### config.mk
export PLATFORM = sky130hd
export DESIGN_NAME = trig_capture_top
export DESIGN_NICKNAME = d
export VERILOG_FILES = /design/src/rtl/trig_pkg.sv /design/src/rtl/trig_sync.sv /design/src/rtl/trig_detect.sv /design/src/rtl/trig_pending.sv /design/src/rtl/trig_ctrl.sv /design/src/rtl/trig_capture_top.sv
export SDC_FILE = /design/constraint.sdc
export NUM_CORES = 1
export LEC_CHECK = 0
export BUFFER_PORTS_ARGS = -buffer_cell sky130_fd_sc_hd__buf_2
export CAP_MARGIN = 20
export CORE_UTILIZATION = 35
export CTS_CLUSTER_DIAMETER = 30
export DETAILED_ROUTE_END_ITERATION = 8
export PLACE_DENSITY = 0.66
export SYNTH_ARGS = -nofsm -noshare
export SYNTH_HDL_FRONTEND = slang
export SYNTH_SLANG_ARGS = --single-unit
export TNS_END_PERCENT = 1
### constraint.sdc
create_clock -name clk -period 2.3 [get_ports clk]
set_clock_uncertainty 0.05 [all_clocks]
set_input_delay 0.46 -clock clk [delete_from_list [all_inputs] [get_ports clk]]
set_output_delay 0.46 -clock clk [all_outputs]
set_load 0.02 [all_outputs]
### src/rtl/trig_pkg.sv
package trig_pkg;
    typedef enum logic [1:0] {
        TM_PULSE = 2'b00,
        TM_RISE  = 2'b01,
        TM_FALL  = 2'b10,
        TM_NONE  = 2'b11
    } trig_mode_e;

    typedef enum logic [1:0] {
        CS_IDLE = 2'b00,
        CS_RUN  = 2'b01,
        CS_DONE = 2'b10
    } ctl_state_e;

    localparam int HIST_LEN = 4;
endpackage

### src/rtl/trig_sync.sv
module trig_sync #(
    parameter int STAGES = 2
) (
    input  logic clk,
    input  logic rst,
    input  logic din,
    output logic dout
);
    logic [STAGES-1:0] chain;

    generate
        if (STAGES == 1) begin : g_single
            always_ff @(posedge clk) begin
                if (rst) chain <= '0;
                else     chain <= din;
            end
        end else begin : g_multi
            always_ff @(posedge clk) begin
                if (rst) chain <= '0;
                else     chain <= {chain[STAGES-2:0], din};
            end
        end
    endgenerate

    assign dout = chain[STAGES-1];
endmodule

### src/rtl/trig_detect.sv
module trig_detect
    import trig_pkg::*;
(
    input  logic       clk,
    input  logic       rst,
    input  logic       smp,
    input  logic [1:0] mode,
    input  logic       filt_en,
    output logic       evt
);
    logic [HIST_LEN-1:0] hist;   // hist[0] newest, hist[3] oldest
    trig_mode_e          mode_e;

    assign mode_e = trig_mode_e'(mode);

    always_ff @(posedge clk) begin
        if (rst) hist <= '0;
        else     hist <= {hist[HIST_LEN-2:0], smp};
    end

    always_comb begin
        evt = 1'b0;
        unique case (mode_e)
            TM_PULSE: evt = !hist[2] && hist[1] && !hist[0];
            TM_RISE:  evt = filt_en ? (hist == 4'b0011) : (!hist[1] && hist[0]);
            TM_FALL:  evt = filt_en ? (hist == 4'b1100) : (hist[1] && !hist[0]);
            TM_NONE:  evt = 1'b0;
            default:  evt = 1'b0;
        endcase
    end

    // steady input never yields an event
    assert_steady_quiet_R6: assert property (@(posedge clk) disable iff (rst)
        ($past(smp) == smp && hist == {HIST_LEN{smp}}) |-> !evt);
endmodule

### src/rtl/trig_pending.sv
module trig_pending (
    input  logic clk,
    input  logic rst,
    input  logic evt,
    input  logic fire,
    output logic pending
);
    always_ff @(posedge clk) begin
        if (rst) pending <= 1'b0;
        else     pending <= evt | (pending & ~fire);
    end

    assert_sticky_R7: assert property (@(posedge clk) disable iff (rst)
        (pending && !fire) |=> pending);

    assert_evt_kept_R9: assert property (@(posedge clk) disable iff (rst)
        evt |=> pending);
endmodule

### src/rtl/trig_ctrl.sv
module trig_ctrl
    import trig_pkg::*;
#(
    parameter int RUN_LEN = 16
) (
    input  logic clk,
    input  logic rst,
    input  logic pending,
    input  logic ack,
    output logic fire,
    output logic busy
);
    localparam int CNT_W = (RUN_LEN > 1) ? $clog2(RUN_LEN) : 1;
    localparam logic [CNT_W-1:0] CNT_LAST = CNT_W'(RUN_LEN - 1);

    ctl_state_e       state, state_nx;
    logic [CNT_W-1:0] cnt;

    // state register
    always_ff @(posedge clk) begin
        if (rst) begin
            state <= CS_IDLE;
            cnt   <= '0;
        end else begin
            state <= state_nx;
            if (state == CS_RUN) cnt <= cnt + 1'b1;
            else                 cnt <= '0;
        end
    end

    // next state
    always_comb begin
        state_nx = state;
        unique case (state)
            CS_IDLE: if (pending && ack)   state_nx = CS_RUN;
            CS_RUN:  if (cnt == CNT_LAST)  state_nx = CS_DONE;
            CS_DONE: state_nx = CS_IDLE;
            default: state_nx = CS_IDLE;
        endcase
    end

    // outputs
    always_comb begin
        fire = 1'b0;
        busy = 1'b1;
        unique case (state)
            CS_IDLE: begin
                busy = 1'b0;
                fire = pending && ack;
            end
            CS_RUN:  busy = 1'b1;
            CS_DONE: busy = 1'b1;
            default: busy = 1'b1;
        endcase
    end

    assert_fire_starts_run_R8: assert property (@(posedge clk) disable iff (rst)
        fire |=> (state == CS_RUN) && !fire);

    assert_done_one_cycle_R10: assert property (@(posedge clk) disable iff (rst)
        (state == CS_DONE) |=> (state == CS_IDLE));

    assert_run_from_fire_R10: assert property (@(posedge clk) disable iff (rst)
        $rose(busy) |-> $past(fire));
endmodule

### src/rtl/trig_capture_top.sv
module trig_capture_top #(
    parameter int SYNC_STAGES = 2,
    parameter int RUN_LEN     = 16
) (
    input  logic       clk,
    input  logic       rst,
    input  logic       start_raw,
    input  logic [1:0] trig_mode,
    input  logic       filt_en,
    input  logic       ack,
    output logic       start_pending,
    output logic       start_fire,
    output logic       ctl_busy
);
    logic smp, evt;

    trig_sync #(.STAGES(SYNC_STAGES)) u_sync (
        .clk(clk), .rst(rst), .din(start_raw), .dout(smp)
    );

    trig_detect u_det (
        .clk(clk), .rst(rst), .smp(smp), .mode(trig_mode),
        .filt_en(filt_en), .evt(evt)
    );

    trig_pending u_pend (
        .clk(clk), .rst(rst), .evt(evt), .fire(start_fire),
        .pending(start_pending)
    );

    trig_ctrl #(.RUN_LEN(RUN_LEN)) u_ctl (
        .clk(clk), .rst(rst), .pending(start_pending), .ack(ack),
        .fire(start_fire), .busy(ctl_busy)
    );

    assert_fire_needs_pending_R8: assert property (@(posedge clk) disable iff (rst)
        start_fire |-> start_pending && ack && !ctl_busy);
endmodule

==> results by stage, run 1 <==
Flow run:
- The tool flagged a number of max-cap violations equal to 0.

Global routing:
- The first global-routing pass estimated 1.366 mm of wire.
- The initial antenna violation count is 0.
- The total congestion overflow is 0.
- met2 is the most crowded layer.
- The met3 routing resource usage after global routing is roughly 6.9%.
- Entering global routing, the biggest net connects 9 pins.
- For this run, global-route usage on met1 was measured as 15.33%.
- Global routing used 21.67% of the available met2 tracks.
- The number of global-route vias before repair is 344.
- Global routing consumed, over all layers together, 13.64% of the routing resources.

Clocking:
- In this run, CTS created clock tree buffers numbering 3.
- In this run the number of H-tree levels came out at 1.
- The number of gates given a new drive strength after cts is 0.
- The number of setup buffers added after CTS is 0.
- TritonCTS built the clock tree.
- The clock-pin transition on the worst setup and hold timing paths is 0.07 ns.
- The later pin in the worst-skew pair is clocked with a latency of ~0.26 ns.
- The buffer levels on the longest clock path is 2.
- The number of buffers added to fix hold violations after cts is 0.
- The clock root buffer is clkbuf_4.
- The number of clock sinks seen by CTS is 13.

Logic synthesis:
- Counting every net in the synthesized netlist gives 57.
- The post-synthesis average cell area is 9.882 sq um.
- The post-synth design cell area is between 400 and 500 sq um.
- The flip-flop and latch count after synthesis is 13.
- The sequential share of the synthesized area is 53.75%.
- The distinct cell type count of the synthesized netlist is 21.
- The cell count after synthesis is 49.
- The Yosys step of the flow raised 0 warnings.

Floorplan:
- The starting density of the core is 37.21%.
- The die covers 0.001536 sq mm.
- The total number of placement rows is 13.
- 10 I/O pins were placed.
- The region available for standard cell placement spans 0.001301 sq mm.
- The die outline height is 39.20 microns.
- The die extent in x is 39.20 microns.

Pwr:
- Power spread over the standard cell area amounts to 662.8 mW/mm^2.
- The maximum vdd ir drop is 0.3690 mV.
- The leakage power figure is 0.2536 nW.

Finish:
- For this run, the post-layout net count is 71.
- The count of inserted antenna diode cells is 0.
- The number of filler instances in the final layout is 149.
- The final non-filler cell total is 77.
- From synthesis to final layout, the design area changed by 18.60%.
- The share of post-route cells with drive strength above 1 is 19.35%.

Outcome:
- The run finished with clean final reports.

Detailed routing:
- Once detail routing completed, the nets flagged for antenna violations numbered 0.
- The violation count after the first detailed-route iteration is 3.
- Using the TritonRoute via totals, the vias-per-cell ratio works out to 4.805.
- Dividing the detail-routed wire length by the instance count gives 9.935 microns.
- The final layout contains routed wiring with a total length of 765 microns.
- For this block, the via count after detailed routing is 370.
- After detailed routing, the number of remaining DRC violations is 0.
- The pre-antenna-repair detailed-routing pass consisted of 2 iterations.

STA:
- The maximum clock rate is 613.9 MHz.
- The sum of negative setup slack is 0 ns.
- The number of hold violations in the final report came to 0.
- At the pin with the least slew margin, the transition time is ~0.17 ns.
- The share of the clock period used by the worst path after layout is 70.83%.
- Setup repair after global routing left no endpoint under its margin.
- The final setup violation count is 0.
- The minimum period implied by the final worst setup slack is 1.629 ns.
- The number of slew-limit violations in the final report came to 0.
- Headroom to the max-slew limit came out at 88.69%.

Place:
- In this run, placement finished with an instance count of 73.
- Routability-driven placement finished with a final weighted congestion of approximately 0.63.
- The number of buffers added on ports is 9.
- The half-perimeter wire length after placement is 582.8 microns.

Setup path:
- The type of the setup path with the least slack is flop to primary output.
- The data arrival time of the critical path is 1.12 ns.
- The element type at the critical path start is a flop.
- The worst-path maximum fanout is 5.
- Data on the critical path is required at its endpoint by about 1.8 ns.
- The type of destination of the critical path is a primary output.

Worst hold path:
- The type of the most critical hold path is input pin to flop.
-- power by group --
group / total (mW) / internal [mW] / switching (mW)
clock: 0.135 / 0.0670 / 0.0675
combinational: 0.0168 / 0.00823 / 0.00852
sequential: 0.229 / 0.228 / 0.00147
-- registers in the layout, summed over array words and instances (netlist names) --
register	count
u_ctl.cnt	4
u_det.hist	4
u_ctl.state	2
u_sync.chain	2
u_pend.pending	1
-- final timing paths --
path              cells past startpoint              end       startpoint  slack [ns]
setup / recovery                      3       start_fire   u_ctl.state[0]        0.67
setup reg to reg                      3   u_pend.pending    u_det.hist[1]        1.25
hold / removal                        2  u_sync.chain[0]        start_raw        0.35
hold reg to reg                       1    u_det.hist[0]  u_sync.chain[1]        0.39
-- critical path: stages (launching register included) --
cell     delay [ns]
dfxtp_1        0.34
or2_1          0.26
nor2_1         0.10
buf_2          0.16
-- cell type report --
class	count	area (sq um)	area share, %
Timing Repair Buffer	9	45.04	7.843
Inverter	2	7.507	1.307
Multi-Input combinational cell	34	216.5	37.69
Sequential cell	13	260.3	45.32
Clock buffer	4	26.28	4.575
Tap cell	15	18.77	3.268
-- synth_stat cells --
cell	number	area share, %
or2_1	1	1.3
xor2_1	1	1.8
and3_1	1	1.3
o21ai_1	1	1.0
inv_1	2	1.6
xnor2_1	1	1.8
nor2b_1	6	7.8
and4bb_1	1	2.6
or2_0	1	1.3
a31oi_1	1	1.3
a21boi_1	1	1.6
dfxtp_1	13	54
o2111ai_1	1	1.8
nand3_1	2	2.1
nand2_1	3	2.3
a22oi_1	1	1.6
and4b_1	1	2.1
nor3b_1	2	3.1
nor2_1	7	5.4
mux2i_1	1	2.1
ha_1	1	2.6
-- metrics by stage --
step / hold WS [ns] / utilization (%) / power (mW) / cell area (sq um) / worst slack (ns)
final: 0.3541 / 44.13 / 0.3807 / 574.3 / 0.6710
after global routing: 0.3366 / 44.13 / 0.4015 / 574.3 / 0.5820
after CTS: 0.3417 / 44.13 / 0.3884 / 574.3 / 0.6633
after detailed placement: 0.3747 / 42.12 / 0.2516 / 548.0 / 0.9478
after global placement: 0.3674 / 42.12 / 0.2506 / 548.0 / 0.9571
after floorplan: 0.3638 / - / 0.2415 / 484.2 / 0.8210
-- cell families (layout without fill, tap and decap cells) --
kind of cell | after synthesis | after routing | share of synthesized area, %
xor+xnor | 2 | 2 | 3.618
compound gates | 5 | 5 | 7.236
mux | 1 | 1 | 2.067
buf+inv | 2 | 15 | 1.551
simple gates | 25 | 25 | 29.20
fa+ha+maj | 1 | 1 | 2.584
flops | 13 | 13 | 53.75
-- cell usage in the layout (no fill, tap or decap), types with 2 or more instances in the layout --
master	netlist	final
dfxtp_1	13	13
nor2_1	7	7
inv_1	2	2
nand3_1	2	2
nand2_1	3	3
clkbuf_4	0	3
nor2b_1	6	6
nor3b_1	2	2
buf_2	0	9
-- per-layer routing --
metal / routed length, microns / up-vias / share of wire [%]
met1: 390 / 167 / 51
met5: 0 / - / 0
met3: 33 / 0 / 4.3
met2: 342 / 9 / 45
li1: - / 194 / -
met4: 0 / 0 / 0
Note: power is estimated with default switching activity, not from simulation.
==> run 2: changes to the inputs <==
- ABC_AREA: not set -> 1
- PLACE_DENSITY: 0.66 -> 0.67
- clock period: 2.3 -> 1.4 ns (I/O delays scaled with it)
==> run 2 against run 1 <==
Against the previous run:
- synthesized area up 15%
- register-to-register slack worse by 0.82 ns
- flip-flop and latch count unchanged
- cell count up 34%
- clock-buffer cell count down 1
- synthesized cell count up 53%
- first-iteration DRC count unchanged
- die area up 14%
- via count up 21%
- clock power up 72%
- critical path type unchanged
==> results by stage, run 2 <==
Outcome:
- The flow ran to the end, and the final reports show no timing, DRC or antenna violations.

Global routing:
- The total congestion overflow was 0 (unchanged).
- The wire length of the first global-routing pass is 1.531 mm (+12%).
- The number of global-route vias before repair is 395 (+15%).
- The global routing met2 resource utilization is 17.19% (-4.5 points).
- The largest net degree at the start of global routing is 9 (unchanged).
- The met3 routing resource usage after global routing is 5.217% (-1.7 points).
- The met1 usage in global routing is 13.70% (-1.6 points).
- The global-route usage over all layers is 12.00% (-1.6 points).
- The most used routing layer in global routing is met2.
- The initial antenna violation count is 0 (unchanged).

Logic synthesis:
- The sequential share of the synthesized area came to 46.74% (-7.0 points).
- The fraction of synthesis flops using an asynchronous set or reset pin is 0% (unchanged).
- The cell count after synthesis is 75 (+53%).
- The post-synth design cell area is 556.8 sq um (+15%).
- The prevailing post-synth register cell is dfxtp_1.
- The distinct cell type count of the synthesized netlist is 16 (-24%).
- The post-synthesis average cell area is 7.424 sq um (-25%).
- dfxtp_1 takes more of the synthesized area than any other cell.
- The number of enable-type register cells in the synthesized netlist is 0 (unchanged).
- The area share of the largest cell type after synthesis is 46.74% (-7.0 points).
- By count the netlist is led by nor2_1 (17), inv_1 (16), dfxtp_1 (13), nand2_1 (11), nand3_1 (6).
- The cell with the most instances after synthesis is nor2_1.
- The flip-flop and latch count after synthesis was 13 (unchanged).
- After synthesis, the cell types taking the most area are dfxtp_1 (47%), nor2_1 (11%), inv_1 (11%).
- The synthesized net count is 83 (+46%).
- The count of synthesis-stage warnings from yosys was 0 (unchanged).

Floorplan:
- The area of the placeable core is 0.001489 sq mm (+14%).
- The total I/O pin count is 10 (unchanged).
- The die outline area is 0.001754 sq mm (+14%).
- The die outline height came to 41.89 microns (+6.9%).
- The die extent in x is 41.89 microns (+6.9%).
- The total number of placement rows is 14 (+1).
- The starting density of the core is 37.39% (+0.18 points).

Finish:
- The final net count is 96 (+35%).
- The post-route cell area is 656.9 sq um (+14%).
- The utilization after layout is 44.12% (about the same).
- The share of post-route cells with drive strength above 1 is 22.99% (+3.6 points).
- The count of inserted antenna diode cells is 0 (unchanged).
- Relative to the synthesized area, the layout overhead comes to 17.98%.
- In the final layout, the registers with the most flip-flops are u_ctl.cnt (4), u_det.hist (4).
- In the layout the commonest cells are inv_1 (16), nor2_1 (16), dfxtp_1 (12), nand2_1 (11), buf_2 (8).

Detailed routing:
- The total via count in the routed design is 449 (+21%).
- The number of detailed-route iterations in the first pass came to 3 (+1).
- The violation count after the first detailed-route iteration is 3 (unchanged).
- The number of remaining DRC errors is 0 (unchanged).
- The count of antenna-violating nets left after detailed routing came to 0 (unchanged).
- The routed length per instance is 7.942 microns (-20%).
- The total wirelength of the detailed-routed design is 818 microns (+6.9%).
- The via-per-instance ratio is 4.359 (-9.3%).

Setup path:
- The type of destination of the critical path is a primary output.
- The data arrival time of the critical path was 1.01 ns (-0.11 ns).
- The worst setup path is launched from a flop.
- The worst-path maximum fanout is 3 (-2).
- The data required time of the critical path is 1.07 ns (-0.72 ns).
- The critical path in this run is classified as flop to primary output.

STA:
- The sum of negative setup slack is 0 ns (unchanged).
- The final setup violation count was 0 (unchanged).
- The post-layout worst setup margin is 0.06098 ns (-0.6100 ns).
- The maximum clock rate is 746.8 MHz.
- The worst relative slew slack is 87.22% (-1.5 points).
- The worst path in the final design needs a cycle of ~1.3 ns, including I/O delays and setup.
- After layout, the worst path uses between 90% and 100% of the clock period.
- The number of hold violations in the final report came to 0 (unchanged).
- The slew at the pin closest to its max-slew limit was 0.1917 ns (+0.02225 ns).
- The number of slew-limit violations in the final report is 0 (unchanged).

Clocking:
- The total setup buffers inserted after CTS is 0 (unchanged).
- The clock latency at the later pin of the worst-skew pair is 0.28 ns (+0.02 ns).
- The number of clock sinks seen by CTS is 13 (unchanged).
- The buffer levels on the longest clock path was 2 (unchanged).
- The number of levels the H-tree was split into came to 1 (unchanged).
- TritonCTS built the clock tree.
- The clock-pin transition on the worst setup and hold timing paths is 0.08 ns (about the same).
- The clock root buffer is clkbuf_4.
- The TritonCTS buffer count is 3 (unchanged).

Pwr:
- The leakage power figure came to 0.3501 nW (+38%).
- The maximum vdd ir drop came to 0.5162 mV (+40%).
- The power density over the cells is 1010 mW/mm^2 (+52%).
- The total power came to 0.6637 mW (+74%).

Place:
- The worst setup slack before clock tree synthesis came to 0.2626 ns (-0.6852 ns).
- The final weighted congestion in routability-driven placement is 0.7376 (+18%).
- The number of buffers added on ports is 9 (unchanged).
- The half-perimeter wire length after placement came to 617.5 microns (+6.0%).
- The area of placed instances is 610.6 sq um (+11%).

Worst hold path:
- The type of the most critical hold path is input pin to flop.

Flow run:
- The reported max-cap violation count was 0 (unchanged).
-- run 2: final timing paths --
path	startpoint	endpoint	depth (start not counted)	slack, ns
setup / recovery	u_ctl.state[1]	start_fire	4	0.06
hold / removal	start_raw	u_sync.chain[0]	3	0.14
setup reg to reg	u_ctl.cnt[0]	u_ctl.state[0]	4	0.43
hold reg to reg	u_sync.chain[0]	u_sync.chain[1]	2	0.36
-- run 2: cells by family (layout without fill, tap and decap cells) --
family                   Yosys count  count (layout)  share of synthesized area [%]
buffers and inverters             19              31                          15.06
AND/OR/NAND/NOR                   37              37                          30.11
AO/OA/AOI/OAI                      5               5                          5.844
flip-flops                        13              13                          46.74
adder cells (fa/ha/maj)            1               1                          2.247
-- run 2: worst max-delay path, stage by stage, from the launching register on --
cell	delay [ns]
dfxtp_1	0.34
nor2_4	0.13
nand3_2	0.08
inv_1	0.06
buf_4	0.13
-- run 2: area by class of cell --
cell class,instances,area (sq um)
Fill cell,157,832.0
Sequential cell,13,264.0
Multi-Input combinational cell,43,225.2
Inverter,18,72.57
Timing Repair Buffer,9,47.55
Clock buffer,3,22.52
Tap cell,16,20.02
Clock inverter,1,5.005
-- run 2: report_power, final --
part	internal [mW]	total (mW)	switching, mW
clock network	0.106	0.232	0.126
logic	0.0207	0.0498	0.0291
registers	0.376	0.382	0.00566
total	0.503	0.664	0.161
-- run 2: what timing repair did --
action,CTS,global route
endpoints found under the setup margin,1,1
pin swaps,0,1
hold buffers,0,0
resized for setup,3,3
-- run 2: routing by layer --
layer,up-vias,wire (microns)
met5,-,0
met4,0,29
met3,5,50
met2,8,372
met1,186,365
li1,250,-
-- run 2: stage by stage --
stage / instances / hold slack [ns]
global placement: 99 / 0.3401
global route: 103 / 0.1540
detailed placement: 99 / 0.3489
finish: 103 / 0.1398
CTS: 103 / 0.1284
floorplan: 75 / 0.3370
==> run 3: changes to the inputs <==
- CORE_UTILIZATION: 35 -> 40
- PLACE_DENSITY: 0.67 -> 0.74
- RECOVER_POWER: not set -> 100
==> run 3 against run 2 <==
Against the previous run:
- non-clock buffer count unchanged
- sequential share of layout area down 0.076 points
- highest routed layer unchanged
- critical path depth unchanged
- largest cell class unchanged
- critical endpoint unchanged
- utilization up 6.5 points
==> results by stage, run 3 (synthesized netlist as in run 2, its figures left out) <==
Outcome:
- The flow ran to the end, and the final reports show no timing, DRC or antenna violations.

Pwr:
- The proportion of power drawn by flip-flops and latches is 57.8% (+0.3 points).
- The net switching power figure is 0.1569 mW (-2.5%).
- The switching power share of the total came to 23.76% (-0.48 points).
- The power density over the cells is 1003 mW/mm^2 (-0.72%).
- The cell-internal power is 0.5033 mW (about the same).
- The relative contribution of the clock network to total power is 34.6% (-0.4 points).
- The leakage power figure is 0.3454 nW (-1.4%).
- The maximum vdd ir drop is 0.6535 mV (+27%).
- The combinational share of power was 7.6% (about the same).

Floorplan:
- The die outline area is 0.001545 sq mm (-12%).
- The starting density of the core came to 42.79% (+5.4 points).
- The total I/O pin count is 10 (unchanged).
- The die outline height is 39.31 microns (-6.1%).
- The die extent in x is 39.31 microns (-6.1%).
- The area of the placeable core came to 0.001301 sq mm (-13%).
- The total number of placement rows was 13 (-1).

Detailed routing:
- The total via count in the routed design is 438 (-2.4%).
- The routed length per instance is 7.775 microns (-2.1%).
- The total wirelength of the detailed-routed design is 793 microns (-3.1%).
- The via-per-instance ratio is 4.294 (-1.5%).
- The number of detailed-route iterations in the first pass is 4 (+1).
- The number of remaining DRC errors is 0 (unchanged).
- The violation count after the first detailed-route iteration is 9 (+6).
- The count of antenna-violating nets left after detailed routing is 0 (unchanged).

STA:
- The final setup violation count is 0 (unchanged).
- The slew at the pin closest to its max-slew limit is 0.4563 ns (+0.2646 ns).
- The sum of negative setup slack was 0 ns (unchanged).
- The share of the clock period used by the worst path after layout came to 96.04% (+0.40 points).
- Setup repair after global routing could not meet its margin everywhere.
- The worst relative slew slack came to 69.58% (-18 points).
- The number of hold violations in the final report is 0 (unchanged).
- The number of slew-limit violations in the final report is 0 (unchanged).
- The maximum clock rate is 743.7 MHz (-0.41%).
- The minimum period implied by the final worst setup slack is 1.345 ns (+0.005558 ns).

Finish:
- The share of post-route cells with drive strength above 1 was 21.84% (-1.1 points).
- The post-route cell area is 658.1 sq um (+0.19%).
- The combined area of the multi-input logic cells is 225.2 sq um (unchanged).
- Compared with the post-synthesis result, the final layout area differs by 18.20%.
- The count of inserted antenna diode cells is 0 (unchanged).
- In the layout the commonest cells are inv_1 (16), nor2_1 (16), dfxtp_1 (12), nand2_1 (11), buf_2 (7).
- The flip-flop and latch area is 264.0 sq um (unchanged).
- The final non-filler cell total was 102 (-0.97%).
- The number of filler instances in the final layout is 132 (-16%).
- The largest registers in the layout are u_ctl.cnt (4), u_det.hist (4).
- The utilization after layout was 50.58% (+6.5 points).
- The final net count is 96 (unchanged).

Clocking:
- The number of clock sinks seen by CTS came to 13 (unchanged).
- The TritonCTS buffer count came to 3 (unchanged).
- The CTS tree is built.
- The cell sitting at the root of the clock tree is a clkbuf_4.
- The clock latency at the later pin of the worst-skew pair is 0.28 ns (about the same).
- The buffer levels on the longest clock path is 2 (unchanged).
- The total setup buffers inserted after CTS is 0 (unchanged).
- The clock-pin transition on the worst setup and hold timing paths is 0.08 ns (about the same).
- The number of levels the H-tree was split into is 1 (unchanged).

Setup path:
- The element type at the critical path start is a flop.
- The type of the setup path with the least slack is flop to primary output.
- The data arrival time of the critical path came to 1.01 ns (about the same).
- The setup slack on the worst flop-to-flop path is 0.42 ns (about the same).
- The data required time of the critical path came to 1.07 ns (about the same).
- The worst-path maximum fanout came to 3 (unchanged).
- STA classifies the critical path endpoint as a primary output.

Global routing:
- The initial antenna violation count is 0 (unchanged).
- The wire length of the first global-routing pass is 1.262 mm (-18%).
- The global-route usage over all layers was 13.29% (+1.3 points).
- The total congestion overflow is 0 (unchanged).
- The largest net degree at the start of global routing came to 9 (unchanged).
- The number of global-route vias before repair is 332 (-16%).

Place:
- The half-perimeter wire length after placement was 589.2 microns (-4.6%).
- The number of buffers added on ports is 9 (unchanged).
- The number of placed instances, taps included came to 98 (-1.0%).
- The final weighted congestion in routability-driven placement came to 0.5978 (-19%).
- The area of placed instances was 609.3 sq um (-0.21%).

Worst hold path:
- The type of the most critical hold path is input pin to flop.

Flow run:
- The reported max-cap violation count came to 0 (unchanged).
==> run 3: changes by cell type in the layout (fill, tap and decap cells not counted), sizes merged <==
cell    previous run  this run
buf                9         8
clkbuf             3         4
==> run 3: critical path, cell delays in order, from the launching register on <==
cell	delay, ns
dfxtp_4	0.37
nor2_4	0.12
nand3_2	0.09
inv_2	0.06
buf_6	0.10
==> run 3: worst paths after layout <==
kind | from | end | cells after the start
worst max register to register | u_ctl.state[0] | u_pend.pending | 8
worst min-delay path | start_raw | u_sync.chain[0] | 3
worst min register to register | u_sync.chain[0] | u_sync.chain[1] | 2
worst max-delay path | u_ctl.state[0] | start_fire | 4
==> run 3: power groups by stage <==
stage	combinational, mW	sequential [mW]	clock [mW]
3_5_place_dp	0.0484	0.391	0
3_3_place_gp	0.0478	0.390	0
4_1_cts	0.0487	0.382	0.241
5_1_grt	0.0577	0.383	0.265
6_report	0.0505	0.382	0.228
2_1_floorplan	0.0324	0.392	0
==> run 3: timing repair <==
action                                  in CTS  in global routing
endpoints found under the setup margin       1                  1
gates resized for setup                      1                  7
hold buffers                                 0                  0
hold endpoints to repair                     0                  0
pin swaps                                    1                  1
==> run 3: cell type report <==
cell class	instances	area share, %
Multi-Input combinational cell	43	34.22
Sequential cell	13	40.11
Timing Repair Buffer	9	7.605
Tap cell	15	2.852
Inverter	18	11.03
Clock inverter	1	0.7605
Clock buffer	3	3.422
==> run 3: metrics by stage <==
step	setup WS, ns	hold slack, ns	power, mW
finish	0.05543	0.1480	0.6602
global route	-0.01734	0.1520	0.7055
CTS	0.006726	0.1429	0.6717
detailed placement	0.2578	0.3456	0.4391
global placement	0.2870	0.3402	0.4382
floorplan	0.3458	0.3370	0.4241
==> run 3: per-layer routing <==
metal	vias to the layer above	track usage (%)	wire (microns)
met2	8	19.17	366
li1	251	-	-
met4	0	7.759	19
met1	174	14.49	360
met5	-	0	0
met3	5	8.523	47
